$ cat config.mk
export PLATFORM = sky130hd
export DESIGN_NAME = pixPriorityMixer
export DESIGN_NICKNAME = d
export VERILOG_FILES = /design/src/rtl/mixPkg.sv /design/src/rtl/mixCtrl.sv /design/src/rtl/mixData.sv /design/src/rtl/pixPriorityMixer.sv
export SDC_FILE = /design/constraint.sdc
export NUM_CORES = 1
export LEC_CHECK = 0
export ABC_AREA = 1
export BUFFER_PORTS_ARGS = -buffer_cell sky130_fd_sc_hd__buf_2
export CAP_MARGIN = 0
export CORE_ASPECT_RATIO = 1.1
export CORE_UTILIZATION = 46
export DETAILED_ROUTE_END_ITERATION = 8
export GPL_TIMING_DRIVEN = 0
export PLACE_DENSITY_LB_ADDON = 0.2
export SETUP_SLACK_MARGIN = 0.4
export SLEW_MARGIN = 20
export SYNTH_ARGS = -nofsm -noshare
export SYNTH_HDL_FRONTEND = slang
export SYNTH_SLANG_ARGS = --single-unit
$ cat constraint.sdc
create_clock -name clk -period 2.5 [get_ports clk]
set_input_delay 0.5 -clock clk [delete_from_list [all_inputs] [get_ports clk]]
set_output_delay 0.5 -clock clk [all_outputs]
set_load 0.02 [all_outputs]
$ cat src/rtl/mixPkg.sv
package mixPkg;
  localparam int SRC_W = 3;
  localparam logic [SRC_W-1:0] SRC_SPR = 3'd0;
  localparam logic [SRC_W-1:0] SRC_L0  = 3'd1;
  localparam logic [SRC_W-1:0] SRC_L1  = 3'd2;
  localparam logic [SRC_W-1:0] SRC_L2  = 3'd3;
  localparam logic [SRC_W-1:0] SRC_BG  = 3'd4;

  typedef struct packed {
    logic load;
    logic pickSpr;
    logic pickL0;
    logic pickL1;
    logic pickL2;
    logic pickBg;
  } mixStrobe_t;
endpackage

$ cat src/rtl/mixCtrl.sv
module mixCtrl #(
  parameter int COL_W  = 4,
  parameter int PRIO_W = 2
) (
  input  logic                    clk,
  input  logic                    rstN,
  input  logic                    inValid,
  input  logic [COL_W-1:0]        l0Col,
  input  logic [COL_W-1:0]        l1Col,
  input  logic [COL_W-1:0]        l2Col,
  input  logic [COL_W-1:0]        sprCol,
  input  logic [PRIO_W-1:0]       sprPrio,
  output mixPkg::mixStrobe_t      strobe
);
  import mixPkg::*;

  localparam int NDEPTH = 6;

  logic l0On, l1On, l2On, sprOn;
  logic [NDEPTH-1:0] slotOn;   // index 0 = frontmost slot
  logic [NDEPTH-1:0] slotWin;

  assign l0On  = (l0Col  != '0);
  assign l1On  = (l1Col  != '0);
  assign l2On  = (l2Col  != '0);
  assign sprOn = (sprCol != '0) && (sprPrio != '0);

  // front to back: spr3, L0, spr2, L2, spr1, L1
  always_comb begin
    slotOn[0] = sprOn && (sprPrio == PRIO_W'(3));
    slotOn[1] = l0On;
    slotOn[2] = sprOn && (sprPrio == PRIO_W'(2));
    slotOn[3] = l2On;
    slotOn[4] = sprOn && (sprPrio == PRIO_W'(1));
    slotOn[5] = l1On;
  end

  // the first opaque slot wins
  genvar gi;
  generate
    for (gi = 0; gi < NDEPTH; gi++) begin : g_win
      if (gi == 0) begin : g_first
        assign slotWin[gi] = slotOn[gi];
      end else begin : g_rest
        assign slotWin[gi] = slotOn[gi] && (slotOn[gi-1:0] == '0);
      end
    end
  endgenerate

  always_comb begin
    strobe.load    = inValid;
    strobe.pickSpr = slotWin[0] | slotWin[2] | slotWin[4];
    strobe.pickL0  = slotWin[1];
    strobe.pickL2  = slotWin[3];
    strobe.pickL1  = slotWin[5];
    strobe.pickBg  = (slotOn == '0);
  end

  // exactly one source is chosen for every valid pixel
  p_one_source_r5: assert property (@(posedge clk) disable iff (!rstN)
    inValid |-> $countones({strobe.pickSpr, strobe.pickL0, strobe.pickL1,
                            strobe.pickL2, strobe.pickBg}) == 1);

  // a depth-0 sprite never gets picked
  p_hidden_sprite_r6: assert property (@(posedge clk) disable iff (!rstN)
    (sprPrio == '0) |-> !strobe.pickSpr);
endmodule

$ cat src/rtl/mixData.sv
module mixData #(
  parameter int COL_W  = 4,
  parameter int PAL_W  = 6,
  parameter int ADDR_W = mixPkg::SRC_W + PAL_W + COL_W,
  parameter logic [PAL_W-1:0] BG_PAL   = '0,
  parameter logic [COL_W-1:0] BG_COLOR = '0
) (
  input  logic                 clk,
  input  logic                 rstN,
  input  logic                 inValid,
  input  mixPkg::mixStrobe_t   strobe,
  input  logic [COL_W-1:0]     l0Col,
  input  logic [PAL_W-1:0]     l0Pal,
  input  logic [COL_W-1:0]     l1Col,
  input  logic [PAL_W-1:0]     l1Pal,
  input  logic [COL_W-1:0]     l2Col,
  input  logic [PAL_W-1:0]     l2Pal,
  input  logic [COL_W-1:0]     sprCol,
  input  logic [PAL_W-1:0]     sprPal,
  output logic                 outValid,
  output logic [ADDR_W-1:0]    pixAddr
);
  import mixPkg::*;

  localparam int SRC_LSB = PAL_W + COL_W;
  localparam logic [ADDR_W-1:0] BG_ADDR = {SRC_BG, BG_PAL, BG_COLOR};

  logic [ADDR_W-1:0] nextAddr;

  // AND-OR mux on the one-hot pick strobes
  always_comb begin
    nextAddr = '0;
    if (strobe.pickSpr) nextAddr = nextAddr | {SRC_SPR, sprPal, sprCol};
    if (strobe.pickL0)  nextAddr = nextAddr | {SRC_L0,  l0Pal,  l0Col};
    if (strobe.pickL1)  nextAddr = nextAddr | {SRC_L1,  l1Pal,  l1Col};
    if (strobe.pickL2)  nextAddr = nextAddr | {SRC_L2,  l2Pal,  l2Col};
    if (strobe.pickBg)  nextAddr = nextAddr | BG_ADDR;
  end

  always_ff @(posedge clk) begin
    if (!rstN) begin
      outValid <= 1'b0;
      pixAddr  <= '0;
    end else begin
      outValid <= inValid;
      if (strobe.load) pixAddr <= nextAddr;
    end
  end

  p_valid_follows_r2: assert property (@(posedge clk) disable iff (!rstN)
    inValid |=> outValid);

  p_hold_addr_r3: assert property (@(posedge clk) disable iff (!rstN)
    !inValid |=> $stable(pixAddr));

  p_background_r7: assert property (@(posedge clk) disable iff (!rstN)
    (inValid && l0Col == '0 && l1Col == '0 && l2Col == '0 && sprCol == '0)
      |=> (pixAddr == BG_ADDR));

  p_front_sprite_r5: assert property (@(posedge clk) disable iff (!rstN)
    (inValid && sprCol != '0 && strobe.pickSpr && l0Col != '0)
      |=> (pixAddr[ADDR_W-1:SRC_LSB] == SRC_SPR));

  p_layer0_wins_r8: assert property (@(posedge clk) disable iff (!rstN)
    (inValid && l0Col != '0 && sprCol == '0)
      |=> (pixAddr == {SRC_L0, $past(l0Pal), $past(l0Col)}));
endmodule

$ cat src/rtl/pixPriorityMixer.sv
module pixPriorityMixer #(
  parameter int COL_W  = 4,
  parameter int PAL_W  = 6,
  parameter int PRIO_W = 2,
  parameter logic [PAL_W-1:0] BG_PAL   = '0,
  parameter logic [COL_W-1:0] BG_COLOR = '0,
  localparam int ADDR_W = mixPkg::SRC_W + PAL_W + COL_W
) (
  input  logic              clk,
  input  logic              rstN,
  input  logic              inValid,
  input  logic [COL_W-1:0]  l0Col,
  input  logic [PAL_W-1:0]  l0Pal,
  input  logic [COL_W-1:0]  l1Col,
  input  logic [PAL_W-1:0]  l1Pal,
  input  logic [COL_W-1:0]  l2Col,
  input  logic [PAL_W-1:0]  l2Pal,
  input  logic [COL_W-1:0]  sprCol,
  input  logic [PAL_W-1:0]  sprPal,
  input  logic [PRIO_W-1:0] sprPrio,
  output logic              outValid,
  output logic [ADDR_W-1:0] pixAddr
);
  mixPkg::mixStrobe_t strobe;

  mixCtrl #(.COL_W(COL_W), .PRIO_W(PRIO_W)) i_ctrl (
    .clk(clk), .rstN(rstN), .inValid(inValid),
    .l0Col(l0Col), .l1Col(l1Col), .l2Col(l2Col),
    .sprCol(sprCol), .sprPrio(sprPrio), .strobe(strobe)
  );

  mixData #(.COL_W(COL_W), .PAL_W(PAL_W), .ADDR_W(ADDR_W),
            .BG_PAL(BG_PAL), .BG_COLOR(BG_COLOR)) i_data (
    .clk(clk), .rstN(rstN), .inValid(inValid), .strobe(strobe),
    .l0Col(l0Col), .l0Pal(l0Pal), .l1Col(l1Col), .l1Pal(l1Pal),
    .l2Col(l2Col), .l2Pal(l2Pal), .sprCol(sprCol), .sprPal(sprPal),
    .outValid(outValid), .pixAddr(pixAddr)
  );
endmodule

==> results.md <==
- Period utilisation layout: 54.67%
- Maximum clock path buffer count: 2
- Final setup viols: 0
- Outcome: finished, final reports clean
- CTS resizes: 0
- YS warnings: 0
- Max VDD drop: 0.3152 mV
- Critical path startpoint category: input pin
- Fin Hold WS: 473.4 ps
- Placed Instances: 248
- Power Dens Cells: 434.6 nW/um^2
- Routed Wire Length: 2816 um
- Vias: 1255
- Site Rows: 17
- Worst slew margin: 70.43%
- Simple-Gate Fraction of Synth Area: 49.03%
- Post-CTS setup buffers: 0
- Cell area after synthesis: 972.2 sq um
- PortBufs: 57
- Arrival time worst endpoint: 1600 ps
- Tmin final: 1367 ps
- Main combinational cell family by area after synthesis: simple AND/OR/NAND/NOR gates
- Hold buffers post-CTS: 0
- P&R area growth vs syn: 36.68%
- Max-cap viol count: 0
- R2R Path Start: i_data.pixAddr[9]$_SDFFE_PN0P_
- Die H: 50.22 um
- Mapped Nets: 208
- Post-synthesis compound-gate area fraction: 9.653%
- Layout Skew: 0 ps
- Drt drc: 0
- Avg Inst Size Synth: 5.964 sq um
- Bufs and invs on worst path: 3
- Leakage: 0.7461 nW
- CTS tree: built
- TritonCTS buffer count: 3
- Layout cell share with drive strength beyond 1: 34.82%
- DRT antenna net count: 0
- Die area: 2301 sq um
- Final net count: 270
- Hold path start: sprCol[1]
- Core footprint: 1999 sq um
- Inserted Diodes: 0
- Crit. Startpoint: sprCol[1]
- Fin util: 66.46%
- Setup_tns: 0 ps
- Worst EP required: 2740 ps
- Final-report hold violation count: 0
- RSZ-0062 raised after global routing: false
- Via density: 4.980
- Fraction of the mapped netlist area in adder cells: 0%
- CP max-delay cell: buf_6
- Worst-skew pair later-pin latency: 290 ps
- Seq/Total Area, Yosys: 28.83%
- GRT Residual Overflow: 0
- Crit path max fanout: 10
- Drt pass-1 iters: 4
- Crit-path leading delay family: simple AND/OR/NAND/NOR gates
- Wire per inst: 11.17 um
- Worst-margin pin slew: 443.5 ps
- Vias in the first global route: 1128
- GP Congestion: 0.8398
- Initial Utilization: 48.62%
- Post-synthesis mux area share: 0%
- Max stage delay on crit path: 160 ps
- Cell-by-cell trace of the critical path: buf_2 -> nor2_2 -> nand2_2 -> nand2_2 -> nand3_2 -> nor2_2 -> buf_6 -> nand3_1 -> nand3_1 -> nand2_1 -> inv_1
- CTS H-Tree Depth: 1
- Total track usage: 26.71%
- Pin count of the biggest net entering global routing: 11
- Distinct cell type count after synthesis: 19
- CP endpoint kind: register
- DR iter-0 viols: 41
- Xor/xnor share of the synthesized area: 0%
- Mapped Cells: 163
- Initial antenna violation count: 0
- Worst Hold Class: input pin to register
- Post-Layout Cell Count: 252
- Max-slew violation count: 0
- Crit Path Class: input pin to register
- Die Width: 45.83 um
- CTS clk-pin slew, worst paths: 100 ps
- I/O Pins: 59
- First-pass GRT wire length: 4491 um
- Clock sinks: 14
- Fmax: 731.7 MHz
- Detailed placer's ending HPWL: 2229 um
- Synth Register Bits: 14
- Clock root buffer: clkbuf_4
flip-flops by register name, summed over array words and instances (netlist names):
register,flops
i_data.outValid,1
i_data.pixAddr,13
metal layers:
layer	part of all wire (%)	up-vias	GRT usage (%)
met5	0	-	0
met4	1.2	0	11.76
met3	6.7	4	3.237
met2	52	62	47.14
met1	40	543	31.03
li1	-	646	-
power breakdown:
part	leakage, nW	switching (mW)	internal [mW]	total, mW
clock network	0.0210	0.0825	0.0887	0.171
logic	0.609	0.0960	0.0642	0.160
registers	0.116	0.00724	0.239	0.246
total	0.746	0.186	0.392	0.577
cell families after synthesis:
kind of cell           count (synthesis)
DFF                                   14
and+or+nand+nor                      102
buffers and inverters                 29
AOI/OAI and AO/OA                     18
through the flow:
step,setup slack (ps),power (mW),area (sq um)
floorplan,1117,0.3408,972.2
global placement,869.0,0.4055,1292
detailed placement,825.4,0.4107,1292
CTS,1126,0.5807,1329
global route,1015,0.6116,1329
finish,1133,0.5775,1329
area by class of cell:
cell class | count | area, sq um
Tap cell | 28 | 35.03
Sequential cell | 14 | 280.3
Timing Repair Buffer | 57 | 285.3
Multi-Input combinational cell | 120 | 570.5
Buffer | 6 | 33.78
Inverter | 23 | 87.58
Fill cell | 207 | 670.6
Clock buffer | 4 | 36.28
worst reg2reg max path: stages (launching register included):
cell and delay, ps:
dfxtp_1 320, nor2_1 100, nor2_1 50, nand2_1 70, inv_1 30
synth_stat cells:
cell type / count / share of area [%]
nand2_1: 32 / 12
nor2_1: 28 / 11
nand3_1: 23 / 12
inv_1: 22 / 8.5
dfxtp_1: 14 / 29
a21oi_1: 10 / 5.1
nand4_1: 7 / 4.5
o21ai_0: 6 / 3.1
nand2_2: 5 / 3.2
buf_2: 3 / 1.5
nor2_2: 3 / 1.9
clkbuf_1: 2 / 0.77
nand3_2: 2 / 2.1
a31oi_1: 1 / 0.64
buf_6: 1 / 1.2
clkinv_2: 1 / 0.51
nand2_4: 1 / 1.2
nor2_4: 1 / 1.2
o211ai_1: 1 / 0.77
cell usage in the layout, fill, tap and decap left out:
cell and count:
buf_2 60, nand2_1 32, nor2_1 28, nand3_1 23, inv_1 22, dfxtp_1 14, a21oi_1 10, nand4_1 7
o21ai_0 6, nand2_2 5, nor2_2 3, clkbuf_4 3, nand3_2 2, clkbuf_1 2, nor2_4 1, clkinv_2 1
buf_6 1, nand2_4 1, a31oi_1 1, o211ai_1 1, clkbuf_8 1
worst paths after layout:
check	slack (ps)	to	cells after the start
max reg2reg	1830	i_data.pixAddr[9]$_SDFFE_PN0P_	4
min reg2reg	500	i_data.pixAddr[10]$_SDFFE_PN0P_	2
max	1130	i_data.pixAddr[7]$_SDFFE_PN0P_	11
min	470	i_data.pixAddr[1]$_SDFFE_PN0P_	3
(Power assumes the default switching activity.)
